==> config.mk <==
export PLATFORM = sky130hd
export DESIGN_NAME = operand_resolver
export DESIGN_NICKNAME = d
export VERILOG_FILES = /design/src/rtl/opaddr_pkg.sv /design/src/rtl/operand_resolver_addr.sv /design/src/rtl/operand_resolver_ctrl.sv /design/src/rtl/operand_resolver.sv
export SDC_FILE = /design/constraint.sdc
export NUM_CORES = 1
export LEC_CHECK = 0
export BUFFER_PORTS_ARGS = -buffer_cell sky130_fd_sc_hd__buf_2
export CORE_ASPECT_RATIO = 0.6
export CORE_MARGIN = 4
export CORE_UTILIZATION = 30
export CTS_CLUSTER_DIAMETER = 200
export DETAILED_ROUTE_END_ITERATION = 7
export PLACE_DENSITY = 0.53
export SETUP_SLACK_MARGIN = 0.1
export SYNTH_ARGS = -nofsm -noshare
export SYNTH_HDL_FRONTEND = slang
export SYNTH_SLANG_ARGS = --single-unit
==> constraint.sdc <==
create_clock -name clk -period 3.7 [get_ports clk]
set_input_delay 0.37 -clock clk [delete_from_list [all_inputs] [get_ports clk]]
set_output_delay 0.37 -clock clk [all_outputs]
set_load 0.05 [all_outputs]
==> src/rtl/opaddr_pkg.sv <==
package opaddr_pkg;

    typedef enum logic [3:0] {
        AM_IMM  = 4'd0,
        AM_DIR  = 4'd1,
        AM_IND  = 4'd2,
        AM_REG  = 4'd3,
        AM_RIND = 4'd4,
        AM_DISP = 4'd5,
        AM_REL  = 4'd6,
        AM_PRE  = 4'd7,
        AM_POST = 4'd8
    } amode_e;

    typedef enum logic [2:0] {
        S_IDLE,
        S_EVAL,
        S_ISSUE1,
        S_WAIT1,
        S_ISSUE2,
        S_WAIT2,
        S_FINISH
    } rstate_e;

    // number of memory reads an addressing mode needs
    function automatic logic [1:0] reads_for(input logic [3:0] m);
        case (m)
            AM_DIR, AM_RIND, AM_DISP, AM_REL: reads_for = 2'd1;
            AM_IND, AM_PRE, AM_POST:          reads_for = 2'd2;
            default:                          reads_for = 2'd0;
        endcase
    endfunction

endpackage

==> src/rtl/operand_resolver_addr.sv <==
module operand_resolver_addr
    import opaddr_pkg::*;
#(
    parameter int W = 8
) (
    input  logic [3:0]   mode_q,
    input  logic [W-1:0] a_q,
    input  logic [W-1:0] pc_q,
    input  logic [W-1:0] rv_now,
    input  logic [W-1:0] rv_q,
    input  logic [W-1:0] rdata,
    output logic [W-1:0] addr1,
    output logic [W-1:0] addr2
);

    // first read address, sums wrap at W bits
    always_comb begin
        unique case (mode_q)
            AM_RIND:         addr1 = rv_now;
            AM_DISP, AM_PRE: addr1 = a_q + rv_now;
            AM_REL:          addr1 = a_q + pc_q;
            default:         addr1 = a_q;
        endcase
    end

    // second read address: pointer word, indexed after the read for post mode
    always_comb begin
        if (mode_q == AM_POST) addr2 = rdata + rv_q;
        else                   addr2 = rdata;
    end

endmodule

==> src/rtl/operand_resolver_ctrl.sv <==
module operand_resolver_ctrl
    import opaddr_pkg::*;
#(
    parameter int W      = 8,
    parameter int RIDX_W = 4
) (
    input  logic              clk,
    input  logic              rst_n,
    input  logic              start,
    input  logic [3:0]        mode,
    input  logic [W-1:0]      addr_field,
    input  logic [RIDX_W-1:0] reg_idx,
    input  logic [W-1:0]      pc,
    input  logic [W-1:0]      rf_data,
    input  logic [W-1:0]      mem_rdata,
    input  logic [W-1:0]      addr1,
    input  logic [W-1:0]      addr2,
    output logic [3:0]        mode_q,
    output logic [W-1:0]      a_q,
    output logic [W-1:0]      pc_q,
    output logic [W-1:0]      rv_q,
    output logic [RIDX_W-1:0] r_q,
    output logic              busy,
    output logic              mem_req,
    output logic [W-1:0]      mem_addr,
    output logic              done,
    output logic [W-1:0]      operand,
    output logic [W-1:0]      eff_addr
);

    rstate_e     state_q, state_d;
    logic [W-1:0] addr_q, operand_q, ea_q;
    logic [1:0]  nreads;
    logic        accept;

    assign nreads = reads_for(mode_q);
    assign accept = (state_q == S_IDLE) && start;

    // next state
    always_comb begin
        state_d = state_q;
        unique case (state_q)
            S_IDLE:   if (start) state_d = S_EVAL;
            S_EVAL:   state_d = (nreads == 2'd0) ? S_FINISH : S_ISSUE1;
            S_ISSUE1: state_d = S_WAIT1;
            S_WAIT1:  state_d = (nreads == 2'd1) ? S_FINISH : S_ISSUE2;
            S_ISSUE2: state_d = S_WAIT2;
            S_WAIT2:  state_d = S_FINISH;
            S_FINISH: state_d = S_IDLE;
            default:  state_d = S_IDLE;
        endcase
    end

    // state register
    always_ff @(posedge clk or negedge rst_n) begin
        if (!rst_n) state_q <= S_IDLE;
        else        state_q <= state_d;
    end

    // datapath and result registers
    always_ff @(posedge clk or negedge rst_n) begin
        if (!rst_n) begin
            mode_q    <= '0;
            a_q       <= '0;
            pc_q      <= '0;
            r_q       <= '0;
            rv_q      <= '0;
            addr_q    <= '0;
            operand_q <= '0;
            ea_q      <= '0;
        end else begin
            unique case (state_q)
                S_IDLE: begin
                    if (start) begin
                        mode_q <= mode;
                        a_q    <= addr_field;
                        pc_q   <= pc;
                        r_q    <= reg_idx;
                    end
                end
                S_EVAL: begin
                    rv_q <= rf_data;
                    if (nreads == 2'd0) begin
                        operand_q <= (mode_q == AM_REG) ? rf_data : a_q;
                        ea_q      <= '0;
                    end else begin
                        addr_q <= addr1;
                    end
                end
                S_WAIT1: begin
                    if (nreads == 2'd1) begin
                        operand_q <= mem_rdata;
                        ea_q      <= addr_q;
                    end else begin
                        addr_q <= addr2;
                    end
                end
                S_WAIT2: begin
                    operand_q <= mem_rdata;
                    ea_q      <= addr_q;
                end
                default: ;
            endcase
        end
    end

    // outputs
    assign busy     = (state_q != S_IDLE);
    assign mem_req  = (state_q == S_ISSUE1) || (state_q == S_ISSUE2);
    assign mem_addr = addr_q;
    assign done     = (state_q == S_FINISH);
    assign operand  = operand_q;
    assign eff_addr = ea_q;

    // request counter used only by the checks below
    logic [1:0] req_cnt_q;
    always_ff @(posedge clk or negedge rst_n) begin
        if (!rst_n)       req_cnt_q <= '0;
        else if (accept)  req_cnt_q <= '0;
        else if (mem_req) req_cnt_q <= req_cnt_q + 2'd1;
    end

    a_r3_done_single: assert property (@(posedge clk) disable iff (!rst_n)
        done |=> !done);

    a_r3_result_hold: assert property (@(posedge clk) disable iff (!rst_n)
        (!busy && !start && !$rose(!busy)) |=> ($stable(operand) && $stable(eff_addr)));

    a_r11_req_single: assert property (@(posedge clk) disable iff (!rst_n)
        mem_req |=> !mem_req);

    a_r2_ignore_busy: assert property (@(posedge clk) disable iff (!rst_n)
        (busy && start) |=> ($stable(mode_q) && $stable(a_q) && $stable(r_q)));

    a_r11_read_count: assert property (@(posedge clk) disable iff (!rst_n)
        done |-> (req_cnt_q == reads_for(mode_q)));

    a_r5_reg_no_mem: assert property (@(posedge clk) disable iff (!rst_n)
        (busy && (mode_q == AM_REG)) |-> !mem_req);

endmodule

==> src/rtl/operand_resolver.sv <==
module operand_resolver #(
    parameter int W      = 8,
    parameter int RIDX_W = 4
) (
    input  logic              clk,
    input  logic              rst_n,
    input  logic              start,
    input  logic [3:0]        mode,
    input  logic [W-1:0]      addr_field,
    input  logic [RIDX_W-1:0] reg_idx,
    input  logic [W-1:0]      pc,
    output logic              busy,
    output logic [RIDX_W-1:0] rf_idx,
    input  logic [W-1:0]      rf_data,
    output logic              mem_req,
    output logic [W-1:0]      mem_addr,
    input  logic [W-1:0]      mem_rdata,
    output logic              done,
    output logic [W-1:0]      operand,
    output logic [W-1:0]      eff_addr
);

    logic [3:0]        mode_q;
    logic [W-1:0]      a_q, pc_q, rv_q, addr1, addr2;
    logic [RIDX_W-1:0] r_q;

    operand_resolver_ctrl #(.W(W), .RIDX_W(RIDX_W)) u_ctrl (
        .clk        (clk),
        .rst_n      (rst_n),
        .start      (start),
        .mode       (mode),
        .addr_field (addr_field),
        .reg_idx    (reg_idx),
        .pc         (pc),
        .rf_data    (rf_data),
        .mem_rdata  (mem_rdata),
        .addr1      (addr1),
        .addr2      (addr2),
        .mode_q     (mode_q),
        .a_q        (a_q),
        .pc_q       (pc_q),
        .rv_q       (rv_q),
        .r_q        (r_q),
        .busy       (busy),
        .mem_req    (mem_req),
        .mem_addr   (mem_addr),
        .done       (done),
        .operand    (operand),
        .eff_addr   (eff_addr)
    );

    operand_resolver_addr #(.W(W)) u_addr (
        .mode_q (mode_q),
        .a_q    (a_q),
        .pc_q   (pc_q),
        .rv_now (rf_data),
        .rv_q   (rv_q),
        .rdata  (mem_rdata),
        .addr1  (addr1),
        .addr2  (addr2)
    );

    assign rf_idx = r_q;

endmodule

==> impl_metrics.ini <==
[final_layout]
num-nets-final = 489
antenna_cells = 0
final_area_mm2 = 0.00440
area.growth.synth_to_final_pct = 21.6
drive_above_1_share = 0.339
n_fill_cell = 1171

[clock_tree]
cts_made_buffers = 9
cts_buffer_depth = 2
clock_latency_ns = 0.33
h-tree-depth = 3
postCtsHoldBufs = 0
ctsResizeCount = 0
cts-root-buf = clkbuf_16
clock_sinks = 59
clk_pin_slew_ns = 0.05
tritoncts = done
cts_setup_buffers = 0

[global_routing]
grt_max_degree = 40
overflow = 0
antenna_found_initial = 0
grt_pass1_vias = 2818
grtUsageTotal = 0.145
grt_pass1_wl_um = 15400

[placed_design]
hpwl_um = 7550
port_buffers = 73
dp_slack_ns = 0.847
gp_congestion = 0.826
dpl-instance-area_mm2 = 0.00414

[routing]
drc = 0
firstDrtPassIters = 4
vias = 2872
vias_per_cell = 4.84
wl_um = 9700
drt_iter0_markers = 290
antenna_violating_nets_post_route = 0
wire_per_inst_um = 16.3

[logic_synthesis]
yosysMostFrequentCell = dfrtp_1
synth_edf_count = 0
ys_async_sr_fraction = 1.00
ys_warn_count = 0
synthTopCellsByArea = dfrtp_1 (41%), mux2_2 (13%), mux2i_1 (5.3%)
syn_area_per_cell_um2 = 10.1
synth_top_area_cell = dfrtp_1
netlist_area_mm2 = 0.00362
yosysSeqAreaShare = 0.408
syn_nets = 418
synth-seq-cells = 59
synth_cell_types = 56
ys_top_cells_by_count = dfrtp_1 (59), mux2_2 (42), nand2_1 (40)
syn_inst = 359
synth_ff_type = dfrtp_1
netlist.area_leader.share = 0.408

[timing]
worstMarginPinSlew_ns = 0.915
rsz0062_at_grt = no
period_needed_ns = 2.85
fin_crit_sh = 0.769
fin_ws_ns = 0.855
fin_tns_setup_ns = 0
slew_headroom = 0.390
setup_viol = 0
report.final.slew_viol_count = 0
fmax_mhz = 351
clock_skew_ns = 0.00914
hold_viol_final = 0

[worst_setup_path]
cp.arrival_ns = 3.11
r2r-end = u_ctrl.mem_addr[4]$_DFFE_PN0P_
regToRegStartpoint = u_ctrl.mode_q[3]$_DFFE_PN0P_
start_kind = register
reg2reg_depth = 12
required_ns = 3.96
crit_path_end_kind = register
reg2reg_slack_ns = 0.85
critical_path_class = reg2reg
worstPathMaxFanout = 10

[run]
cap_violations = 0

[floorplanning]
die_y_um = 93.1
rows = 30
io_pins = 74
start_util = 0.314
fp.dieW_um = 150
dieArea_mm2 = 0.0139
core_mm2 = 0.0115

[pwr]
power_density_mw_per_mm2 = 1030
p_leak_nw = 1.98
ir_drop_mv = 0.349

[min_path]
hp-class = in2async

[outcome]
status = complete, no violations
[per-layer routing]
| layer | global-route usage | wire, um | up-vias |
|---|---|---|---|
| met2 | 0.180 | 3540 | 113 |
| met4 | 0.0426 | 91 | 0 |
| li1 | - | - | 1420 |
| met1 | 0.222 | 5140 | 1330 |
| met3 | 0.0620 | 926 | 9 |
| met5 | 0 | 0 | - |
[critical path, cell delays in order (launching register included)]
cell	delay, ns
dfrtp_1	0.47
nor4bb_1	0.30
buf_4	0.22
mux2_2	0.34
ha_1	0.20
inv_1	0.07
fa_1	0.18
nor2b_1	0.07
o31a_1	0.25
a211oi_1	0.24
o221ai_1	0.15
o21ai_0	0.11
mux2_2	0.18
[how the worst max path moves through the flow]
stage	startpoint	to	slack (ns)	depth (start not counted)
5_1_grt	u_ctrl.mode_q[3]$_DFFE_PN0P_	u_ctrl.mem_addr[4]$_DFFE_PN0P_	0.54	12
4_1_cts	u_ctrl.mode_q[3]$_DFFE_PN0P_	u_ctrl.mem_addr[4]$_DFFE_PN0P_	0.83	12
3_3_place_gp	u_ctrl.mode_q[0]$_DFFE_PN0P_	u_ctrl.mem_addr[4]$_DFFE_PN0P_	0.93	12
2_1_floorplan	u_ctrl.mode_q[3]$_DFFE_PN0P_	u_ctrl.mem_addr[5]$_DFFE_PN0P_	1.05	10
3_5_place_dp	u_ctrl.mode_q[3]$_DFFE_PN0P_	u_ctrl.mem_addr[4]$_DFFE_PN0P_	0.85	12
6_report	u_ctrl.mode_q[3]$_DFFE_PN0P_	u_ctrl.mem_addr[4]$_DFFE_PN0P_	0.85	12
[placed cells by master (no fill, tap or decap), types with 7 or more instances in the layout]
cell type,instances
o21ai_0,27
nand2_1,40
nor2_1,13
mux2i_1,19
a21oi_1,14
inv_1,19
buf_4,7
ha_1,14
clkbuf_16,9
buf_2,73
dfrtp_1,59
mux2_2,42
[per-stage QoR]
stage / total power, mW / hold slack, ns / cells / util
floorplan: 3.21 / 0.0744 / 359 / -
global placement: 3.76 / 0.488 / 579 / 0.359
detailed placement: 3.80 / 0.482 / 579 / 0.359
CTS: 4.57 / 0.214 / 594 / 0.382
global route: 4.90 / 0.253 / 594 / 0.382
finish: 4.54 / 0.186 / 594 / 0.382
[where the power goes]
| group | internal, mW | switching [mW] | leakage, nW |
|---|---|---|---|
| Sequential | 0.963 | 0.326 | 0.723 |
| Clock | 0.463 | 0.279 | 0.132 |
| Combinational | 0.987 | 1.52 | 1.13 |
[state kept, by name (all words and copies together), names as in the netlist]
| register | flops |
|---|---|
| u_ctrl.a_q | 8 |
| u_ctrl.eff_addr | 8 |
| u_ctrl.mem_addr | 8 |
| u_ctrl.mode_q | 4 |
| u_ctrl.operand | 8 |
| u_ctrl.pc_q | 8 |
| u_ctrl.r_q | 4 |
| u_ctrl.rv_q | 8 |
| u_ctrl.state_q | 3 |
[kinds of logic after synthesis]
group	count (synthesis)	share of synthesized area
adder cells (fa/ha/maj)	16	0.0595
multiplexers	65	0.198
XOR/XNOR	8	0.0194
flip-flops	59	0.408
AO/OA/AOI/OAI	79	0.136
AND/OR/NAND/NOR	93	0.132
buffers and inverters	39	0.0470
[area by class of cell]
| class | instances | area, um2 | area share |
|---|---|---|---|
| clock buffers | 12 | 246 | 0.0560 |
| clock inverters | 3 | 15.0 | 0.00341 |
| inverters | 19 | 71.3 | 0.0162 |
| multi-input cells | 261 | 1970 | 0.448 |
| flip-flops and latches | 59 | 1480 | 0.336 |
| well taps | 160 | 200 | 0.0455 |
| repair buffers | 80 | 418 | 0.0950 |
No activity file was read; power rests on OpenSTA's default activity.
